$ cat config.mk
export PLATFORM = sky130hd
export DESIGN_NAME = dmrc_top
export DESIGN_NICKNAME = d
export VERILOG_FILES = /design/src/rtl/dmrc_pkg.sv /design/src/rtl/dmrc_ctrl.sv /design/src/rtl/dmrc_sticky.sv /design/src/rtl/dmrc_status.sv /design/src/rtl/dmrc_top.sv
export SDC_FILE = /design/constraint.sdc
export NUM_CORES = 1
export LEC_CHECK = 0
export BUFFER_PORTS_ARGS = -buffer_cell sky130_fd_sc_hd__buf_2
export CORE_MARGIN = 3
export CORE_UTILIZATION = 35
export DETAILED_ROUTE_END_ITERATION = 10
export SLEW_MARGIN = 20
export SYNTH_ARGS = -nofsm -noshare
export SYNTH_HDL_FRONTEND = slang
export SYNTH_SLANG_ARGS = --single-unit
export TNS_END_PERCENT = 50
$ cat constraint.sdc
create_clock -name clk_i -period 3.2 [get_ports clk_i]
set_clock_uncertainty 0.05 [all_clocks]
set_input_delay 0.32 -clock clk_i [delete_from_list [all_inputs] [get_ports clk_i]]
set_output_delay 0.32 -clock clk_i [all_outputs]
set_load 0.01 [all_outputs]
$ cat src/rtl/dmrc_pkg.sv
package dmrc_pkg;
  localparam int unsigned WORD_W = 32;
  localparam int unsigned SEL_W  = 10;

  // control word bit positions (the host decodes these)
  localparam int unsigned C_HALT    = 31;
  localparam int unsigned C_RESUME  = 30;
  localparam int unsigned C_HRESET  = 29;
  localparam int unsigned C_ACKRST  = 28;
  localparam int unsigned C_SELLO   = 16;
  localparam int unsigned C_SELHI   = 6;
  localparam int unsigned C_RHR_SET = 3;
  localparam int unsigned C_RHR_CLR = 2;
  localparam int unsigned C_SYSRST  = 1;
  localparam int unsigned C_ACTIVE  = 0;

  // status word bit positions (all flag sits one above its any flag)
  localparam int unsigned S_IMPEB   = 22;
  localparam int unsigned S_HAVERST = 18;
  localparam int unsigned S_RACK    = 16;
  localparam int unsigned S_NONEX   = 14;
  localparam int unsigned S_UNAV    = 12;
  localparam int unsigned S_RUN     = 10;
  localparam int unsigned S_HALT    = 8;
  localparam int unsigned S_AUTH    = 7;
  localparam int unsigned S_HASRHR  = 5;
  localparam logic [3:0]  VERSION   = 4'd2;

  typedef struct packed {
    logic                 active;
    logic                 halt;
    logic                 resume;
    logic                 sysrst;
    logic [2*SEL_W-1:0]   hartsel;  // {high half, low half}
  } ctrl_t;
endpackage

$ cat src/rtl/dmrc_ctrl.sv
module dmrc_ctrl
  import dmrc_pkg::*;
#(
  parameter bit HAS_HART_RESET = 1'b1,
  parameter bit HAS_RESET_HALT = 1'b1
) (
  input  logic              clk_i,
  input  logic              rst_ni,
  input  logic              wr_i,
  input  logic [WORD_W-1:0] wdata_i,
  output ctrl_t             ctrl_o,
  output logic              hreset_o,
  output logic              rhr_o,
  output logic              ack_rst_o,
  output logic              resume_wr_o
);
  ctrl_t ctrl_q;
  ctrl_t ctrl_d;
  logic  load_en;
  logic  unused_wbits;

  assign load_en = wr_i & wdata_i[C_ACTIVE];
  assign unused_wbits = ^{wdata_i[27:26], wdata_i[5:4]};

  always_comb begin
    ctrl_d         = '0;
    ctrl_d.active  = 1'b1;
    ctrl_d.halt    = wdata_i[C_HALT];
    ctrl_d.resume  = wdata_i[C_RESUME];
    ctrl_d.sysrst  = wdata_i[C_SYSRST];
    ctrl_d.hartsel = {wdata_i[C_SELHI +: SEL_W], wdata_i[C_SELLO +: SEL_W]};
  end

  always_ff @(posedge clk_i or negedge rst_ni) begin
    if (!rst_ni)     ctrl_q <= '0;
    else if (wr_i)   ctrl_q <= load_en ? ctrl_d : '0;
  end

  generate
    if (HAS_HART_RESET) begin : g_hreset
      logic hreset_q;
      always_ff @(posedge clk_i or negedge rst_ni) begin
        if (!rst_ni)   hreset_q <= 1'b0;
        else if (wr_i) hreset_q <= load_en & wdata_i[C_HRESET];
      end
      assign hreset_o = hreset_q;
    end else begin : g_no_hreset
      assign hreset_o = 1'b0;
    end

    if (HAS_RESET_HALT) begin : g_rhr
      logic rhr_q;
      always_ff @(posedge clk_i or negedge rst_ni) begin
        if (!rst_ni) rhr_q <= 1'b0;
        else if (wr_i) begin
          if (!load_en)                    rhr_q <= 1'b0;
          else if (wdata_i[C_RHR_CLR])     rhr_q <= 1'b0;
          else if (wdata_i[C_RHR_SET])     rhr_q <= 1'b1;
        end
      end
      assign rhr_o = rhr_q;
    end else begin : g_no_rhr
      assign rhr_o = 1'b0;
    end
  endgenerate

  assign ctrl_o      = ctrl_q;
  assign ack_rst_o   = load_en & wdata_i[C_ACKRST];
  assign resume_wr_o = load_en & wdata_i[C_RESUME];
endmodule

$ cat src/rtl/dmrc_sticky.sv
module dmrc_sticky (
  input  logic clk_i,
  input  logic rst_ni,
  input  logic active_i,
  input  logic resume_wr_i,
  input  logic ack_rst_i,
  input  logic halted_i,
  input  logic running_i,
  input  logic reset_done_i,
  output logic havereset_o,
  output logic resumeack_o
);
  logic prev_halted_q;
  logic havereset_q;
  logic resumeack_q;
  logic left_halt;

  assign left_halt = prev_halted_q & ~halted_i & running_i;

  always_ff @(posedge clk_i or negedge rst_ni) begin
    if (!rst_ni) prev_halted_q <= 1'b0;
    else         prev_halted_q <= halted_i;
  end

  // set has priority over the acknowledge so a fresh reset is never lost
  always_ff @(posedge clk_i or negedge rst_ni) begin
    if (!rst_ni)           havereset_q <= 1'b0;
    else if (!active_i)    havereset_q <= 1'b0;
    else if (reset_done_i) havereset_q <= 1'b1;
    else if (ack_rst_i)    havereset_q <= 1'b0;
  end

  always_ff @(posedge clk_i or negedge rst_ni) begin
    if (!rst_ni)          resumeack_q <= 1'b0;
    else if (!active_i)   resumeack_q <= 1'b0;
    else if (left_halt)   resumeack_q <= 1'b1;
    else if (resume_wr_i) resumeack_q <= 1'b0;
  end

  assign havereset_o = havereset_q;
  assign resumeack_o = resumeack_q;
endmodule

$ cat src/rtl/dmrc_status.sv
module dmrc_status
  import dmrc_pkg::*;
#(
  parameter bit HAS_RESET_HALT = 1'b1,
  parameter bit IMPEBREAK      = 1'b0
) (
  input  ctrl_t             ctrl_i,
  input  logic              hreset_i,
  input  logic              havereset_i,
  input  logic              resumeack_i,
  input  logic              halted_i,
  input  logic              running_i,
  output logic [WORD_W-1:0] ctrl_word_o,
  output logic [WORD_W-1:0] stat_word_o
);
  logic selected;

  assign selected = (ctrl_i.hartsel == '0);

  always_comb begin
    ctrl_word_o                    = '0;
    ctrl_word_o[C_HALT]            = ctrl_i.halt;
    ctrl_word_o[C_RESUME]          = ctrl_i.resume;
    ctrl_word_o[C_HRESET]          = hreset_i;
    ctrl_word_o[C_SELLO +: SEL_W]  = ctrl_i.hartsel[SEL_W-1:0];
    ctrl_word_o[C_SELHI +: SEL_W]  = ctrl_i.hartsel[2*SEL_W-1:SEL_W];
    ctrl_word_o[C_SYSRST]          = ctrl_i.sysrst;
    ctrl_word_o[C_ACTIVE]          = ctrl_i.active;
  end

  always_comb begin
    stat_word_o                  = '0;
    stat_word_o[3:0]             = VERSION;
    stat_word_o[S_AUTH]          = 1'b1;
    stat_word_o[S_HASRHR]        = HAS_RESET_HALT;
    stat_word_o[S_IMPEB]         = IMPEBREAK;
    if (selected) begin
      stat_word_o[S_HAVERST +: 2] = {2{havereset_i}};
      stat_word_o[S_RACK +: 2]    = {2{resumeack_i}};
      stat_word_o[S_RUN +: 2]     = {2{running_i}};
      stat_word_o[S_HALT +: 2]    = {2{halted_i}};
    end else begin
      stat_word_o[S_NONEX +: 2]   = 2'b11;
    end
  end
endmodule

$ cat src/rtl/dmrc_top.sv
module dmrc_top
  import dmrc_pkg::*;
#(
  parameter int unsigned       ADDR_W         = 7,
  parameter logic [ADDR_W-1:0] CTRL_ADDR      = 7'h10,
  parameter logic [ADDR_W-1:0] STAT_ADDR      = 7'h11,
  parameter bit                HAS_HART_RESET = 1'b1,
  parameter bit                HAS_RESET_HALT = 1'b1,
  parameter bit                IMPEBREAK      = 1'b0
) (
  input  logic              clk_i,
  input  logic              rst_ni,
  input  logic              bus_wr_i,
  input  logic              bus_rd_i,
  input  logic [ADDR_W-1:0] bus_addr_i,
  input  logic [31:0]       bus_wdata_i,
  output logic              bus_rvalid_o,
  output logic [31:0]       bus_rdata_o,
  input  logic              hart_halted_i,
  input  logic              hart_running_i,
  input  logic              hart_reset_done_i,
  output logic              hart_halt_req_o,
  output logic              hart_resume_req_o,
  output logic              hart_reset_o,
  output logic              sys_reset_o
);
  ctrl_t             ctrl;
  logic              hreset;
  logic              rhr;
  logic              ack_rst;
  logic              resume_wr;
  logic              havereset;
  logic              resumeack;
  logic              ctrl_active;
  logic              wr_ctrl;
  logic [WORD_W-1:0] ctrl_word;
  logic [WORD_W-1:0] stat_word;
  logic [WORD_W-1:0] rd_mux;
  logic              rvalid_q;
  logic [WORD_W-1:0] rdata_q;

  assign wr_ctrl     = bus_wr_i && (bus_addr_i == CTRL_ADDR);
  assign ctrl_active = ctrl.active;

  dmrc_ctrl #(
    .HAS_HART_RESET (HAS_HART_RESET),
    .HAS_RESET_HALT (HAS_RESET_HALT)
  ) u_ctrl (
    .clk_i       (clk_i),
    .rst_ni      (rst_ni),
    .wr_i        (wr_ctrl),
    .wdata_i     (bus_wdata_i),
    .ctrl_o      (ctrl),
    .hreset_o    (hreset),
    .rhr_o       (rhr),
    .ack_rst_o   (ack_rst),
    .resume_wr_o (resume_wr)
  );

  dmrc_sticky u_sticky (
    .clk_i        (clk_i),
    .rst_ni       (rst_ni),
    .active_i     (ctrl_active),
    .resume_wr_i  (resume_wr),
    .ack_rst_i    (ack_rst),
    .halted_i     (hart_halted_i),
    .running_i    (hart_running_i),
    .reset_done_i (hart_reset_done_i),
    .havereset_o  (havereset),
    .resumeack_o  (resumeack)
  );

  dmrc_status #(
    .HAS_RESET_HALT (HAS_RESET_HALT),
    .IMPEBREAK      (IMPEBREAK)
  ) u_status (
    .ctrl_i      (ctrl),
    .hreset_i    (hreset),
    .havereset_i (havereset),
    .resumeack_i (resumeack),
    .halted_i    (hart_halted_i),
    .running_i   (hart_running_i),
    .ctrl_word_o (ctrl_word),
    .stat_word_o (stat_word)
  );

  always_comb begin
    if (bus_addr_i == CTRL_ADDR)      rd_mux = ctrl_word;
    else if (bus_addr_i == STAT_ADDR) rd_mux = stat_word;
    else                              rd_mux = '0;
  end

  always_ff @(posedge clk_i or negedge rst_ni) begin
    if (!rst_ni) begin
      rvalid_q <= 1'b0;
      rdata_q  <= '0;
    end else begin
      rvalid_q <= bus_rd_i;
      if (bus_rd_i) rdata_q <= rd_mux;
    end
  end

  assign bus_rvalid_o      = rvalid_q;
  assign bus_rdata_o       = rdata_q;
  assign hart_halt_req_o   = ctrl.halt | (rhr & (hreset | ctrl.sysrst));
  assign hart_resume_req_o = ctrl.resume;
  assign hart_reset_o      = hreset;
  assign sys_reset_o       = ctrl.sysrst;
endmodule

==> results.cfg <==
[worst_setup_path]
r2r_slack_ns = 1.35
critPathCaptureType = flip-flop
timing.critical_path.max_delay_family = simple AND/OR/NAND/NOR gates
r2r_start = u_ctrl.ctrl_o[8]
r2r.worst_path.cells = 4
worstPathCellList = buf_2, or4_1, nor4b_4, buf_4, a31oi_1, o21a_1
worst_ep_required_time_ns = 3.35
buffers_plus_inverters_on_the_worst_setup_path = 2
cp_max_fo = 29
startpoint_type = input pin
slowest_delay_ns = 0.68
worstPathArrival_ns = 2.07
timing.setup.critical_path_class = input pin to flip-flop
reg2reg_to = bus_rdata_o[15]
crit_slowest_cell = sky130_fd_sc_hd__or4_1

[run]
max_cap_violations = 0

[worst_hold_path]
min_path_type = input pin to flip-flop
worst_hold_endpoint = u_sticky.prev_halted_q
worst_hold_path.num_cells = 1
worstHoldStart = hart_halted_i

[sta]
final_min_period_over_clock_period = 0.601
slew_violations = 0
fin_tns_setup_ns = 0
final_critical_path_setup_slack_ns = 1.28
clock.fmax_mhz = 520
tightestPinTransition_ns = 0.519
slew-limit-headroom = 0.651
layout_min_cycle_time_ns = 1.92
setup_viol = 0
finalHoldViolCount = 0
rsz0062_at_grt = false

[global_routing]
grtUsageTotal = 0.151
grt_antenna_before_repair = 0
pin_count_of_the_biggest_net_entering_global_routing = 40
grt-ovfl-total = 0
wire_length_of_the_first_global_routing_pass_um = 9060
grt_pass1_vias = 1783

[detailed_routing]
number_of_iterations_in_the_first_detailed_routing_pass = 4
post-route-drc-count = 0
routed-via-count = 1869
viasPerCell = 5.00
ant_nets = 0
dr.first_iter.drc_count = 104
route.detailed.wl_per_inst_um = 15.1
routed_wl_um = 5660

[clock_tree]
post-cts-setup-buffer-count = 0
numCtsBuffers = 5
root_buffer = sky130_fd_sc_hd__clkbuf_8
clk_transition_reported_paths_ns = 0.10
clock-sinks = 56
clock_insertion_delay_worst_skew_ns = 0.30
clockBufferDepth = 2
htree_levels = 2
tritoncts_clock_tree = built

[pwr]
p_sw_uw = 308
seq_power_share = 0.568
cell_internal_pwr_uw = 999
power_frac_clock = 0.351
leakage_uw = 0.00160
netSwitchingFraction = 0.236
power.density_cell_area_nw_per_um2 = 458
combinational_power_share = 0.081
totalPowerFinal_uw = 1310
power.ir.vdd_worst_mv = 0.192

[yosys]
synth.area.mux_share = 0
ys_ff_latch = 56
synth_edf_count = 0
syn-mean-instance-area_um2 = 10.3
share_of_the_synthesized_area_in_the_top_cell_type = 0.597
synthesis.yosys.warnings = 0
synth-adder-area-share = 0
synth.cells.most_frequent = sky130_fd_sc_hd__nand2_1 (61), sky130_fd_sc_hd__dfrtp_1 (56), sky130_fd_sc_hd__nand3_1 (24)
netlist_top_cells_area = sky130_fd_sc_hd__dfrtp_1 (60%), sky130_fd_sc_hd__nand2_1 (9.7%), sky130_fd_sc_hd__nand3_1 (5.1%)
synth_top_family_by_area = simple AND/OR/NAND/NOR gates
yosys.area.top_type = sky130_fd_sc_hd__dfrtp_1
netlist-cell-type-count = 32
synthSimpleGateAreaFrac = 0.216
synth_seq_area_share = 0.597
synth_async_sr_flop_share = 1.00
main_synth_ff_type = sky130_fd_sc_hd__dfrtp_1
synth_compound_area_frac = 0.120
yosys.cell_count.top_type = sky130_fd_sc_hd__nand2_1
synthXorXnorAreaFrac = 0
post_synth_instance_area_um2 = 2350
postSynthCellCount = 229

[placement]
dpl_worst_slack_ns = 0.976
gp_routability_congestion = 0.810
hpwl_um = 4050
place_area_um2 = 2740
port_buffers = 72

[floorplan]
placeableCoreArea_um2 = 6420
num_io_pins = 83
die_w_um = 87.9
die-height_um = 87.9
design.die.area_um2 = 7730
initial_utilization = 0.366
rows = 29

[cells_and_area]
num-fill-cells = 659
design_area_um2 = 2850
finish.net_count = 342
post_route_cells_drive_above_1_share = 0.293
layout-area-overhead-vs-synth_pct = 21.5
diodes = 0

[run_status]
status = finished, final reports clean
## stage by stage
stage / util / hold slack, ns / cells
finish: 0.444 / 0.0983 / 374
floorplan: - / -0.0256 / 234
global placement: 0.426 / 0.217 / 365
global route: 0.444 / 0.0943 / 374
detailed placement: 0.426 / 0.214 / 365
CTS: 0.444 / 0.0890 / 374
## power by group through the flow
| stage | combinational [µW] | sequential (µW) | clock (µW) |
|---|---|---|---|
| detailed placement | 108 | 757 | 0 |
| finish | 106 | 742 | 458 |
| floorplan | 53.9 | 752 | 0 |
| global route | 122 | 746 | 492 |
| CTS | 109 | 743 | 470 |
| global placement | 106 | 756 | 0 |
## cell type report
| class | instances | area, µm² | area share |
|---|---|---|---|
| Clock inverter | 2 | 35.0 | 0.0123 |
| Sequential cell | 56 | 1400 | 0.491 |
| Inverter | 5 | 18.8 | 0.00658 |
| Tap cell | 77 | 96.3 | 0.0338 |
| Multi-Input combinational cell | 151 | 828 | 0.290 |
| Timing Repair Buffer | 77 | 400 | 0.140 |
| Clock buffer | 6 | 72.6 | 0.0254 |
## cells in the final DEF (no fill, tap or decap)
master | Yosys | final
sky130_fd_sc_hd__clkbuf_8 | 0 | 5
sky130_fd_sc_hd__nand2_1 | 61 | 61
sky130_fd_sc_hd__conb_1 | 1 | 6
sky130_fd_sc_hd__nor3_1 | 3 | 3
sky130_fd_sc_hd__a41oi_1 | 1 | 1
sky130_fd_sc_hd__or4b_4 | 1 | 1
sky130_fd_sc_hd__a22oi_1 | 8 | 8
sky130_fd_sc_hd__or4_1 | 2 | 2
sky130_fd_sc_hd__buf_2 | 5 | 72
sky130_fd_sc_hd__nand3_1 | 24 | 24
sky130_fd_sc_hd__o21ai_0 | 4 | 4
sky130_fd_sc_hd__bufinv_16 | 0 | 1
sky130_fd_sc_hd__o21a_1 | 1 | 1
sky130_fd_sc_hd__clkbuf_1 | 7 | 1
sky130_fd_sc_hd__a31oi_1 | 1 | 1
sky130_fd_sc_hd__nor2_1 | 2 | 2
sky130_fd_sc_hd__nand2b_1 | 3 | 3
sky130_fd_sc_hd__a22o_1 | 13 | 13
sky130_fd_sc_hd__clkinv_2 | 0 | 1
sky130_fd_sc_hd__nor4b_1 | 1 | 1
sky130_fd_sc_hd__dlygate4sd3_1 | 0 | 1
sky130_fd_sc_hd__nor4b_4 | 0 | 1
sky130_fd_sc_hd__o211ai_1 | 4 | 4
sky130_fd_sc_hd__or2_2 | 1 | 1
sky130_fd_sc_hd__nand4_1 | 4 | 4
sky130_fd_sc_hd__buf_4 | 6 | 4
sky130_fd_sc_hd__o2bb2ai_1 | 3 | 3
sky130_fd_sc_hd__clkinv_1 | 1 | 1
sky130_fd_sc_hd__and4_1 | 1 | 1
sky130_fd_sc_hd__inv_1 | 4 | 4
sky130_fd_sc_hd__nor4_2 | 0 | 1
sky130_fd_sc_hd__and2_1 | 1 | 1
sky130_fd_sc_hd__a21oi_1 | 2 | 2
sky130_fd_sc_hd__dfrtp_1 | 56 | 56
sky130_fd_sc_hd__nor4_1 | 3 | 2
## state kept, by name (all words and copies together), names as in the netlist
name                    cells
u_sticky.prev_halted_q      1
u_ctrl.rhr_o                1
bus_rvalid_o                1
u_sticky.resumeack_o        1
u_ctrl.ctrl_o              24
bus_rdata_o                26
u_sticky.havereset_o        1
u_ctrl.hreset_o             1
## what timing repair did
action,4_1_cts,5_1_grt
hold buffers,1,0
hold endpoints to repair,17,0
resized for setup,0,0
endpoints found under the setup margin,0,0
## kinds of logic after synthesis
logic type             after synthesis
buffers and inverters               27
other                                1
AO/OA/AOI/OAI                       37
AND/OR/NAND/NOR                    108
flip-flops                          56
## how the worst max path moves through the flow
stage                                      end  cells past startpoint              from  slack (ns)
after floorplan                u_ctrl.hreset_o                      7     bus_addr_i[6]        1.20
after global placement    u_sticky.resumeack_o                      6     bus_addr_i[6]        1.00
after detailed placement  u_sticky.resumeack_o                      6     bus_addr_i[6]        0.98
after CTS                 u_sticky.resumeack_o                      6     bus_addr_i[6]        1.30
after global routing           bus_rdata_o[15]                      4  u_ctrl.ctrl_o[8]        1.21
final                     u_sticky.resumeack_o                      6     bus_addr_i[6]        1.28
## per-layer routing
layer,wire length [µm],track usage,up-vias
met1,2650,0.213,904
met5,0,0,-
met2,2660,0.236,43
met3,268,0.0254,8
li1,-,-,914
met4,84,0.0502,0
Note: power is estimated with default switching activity, not from simulation.
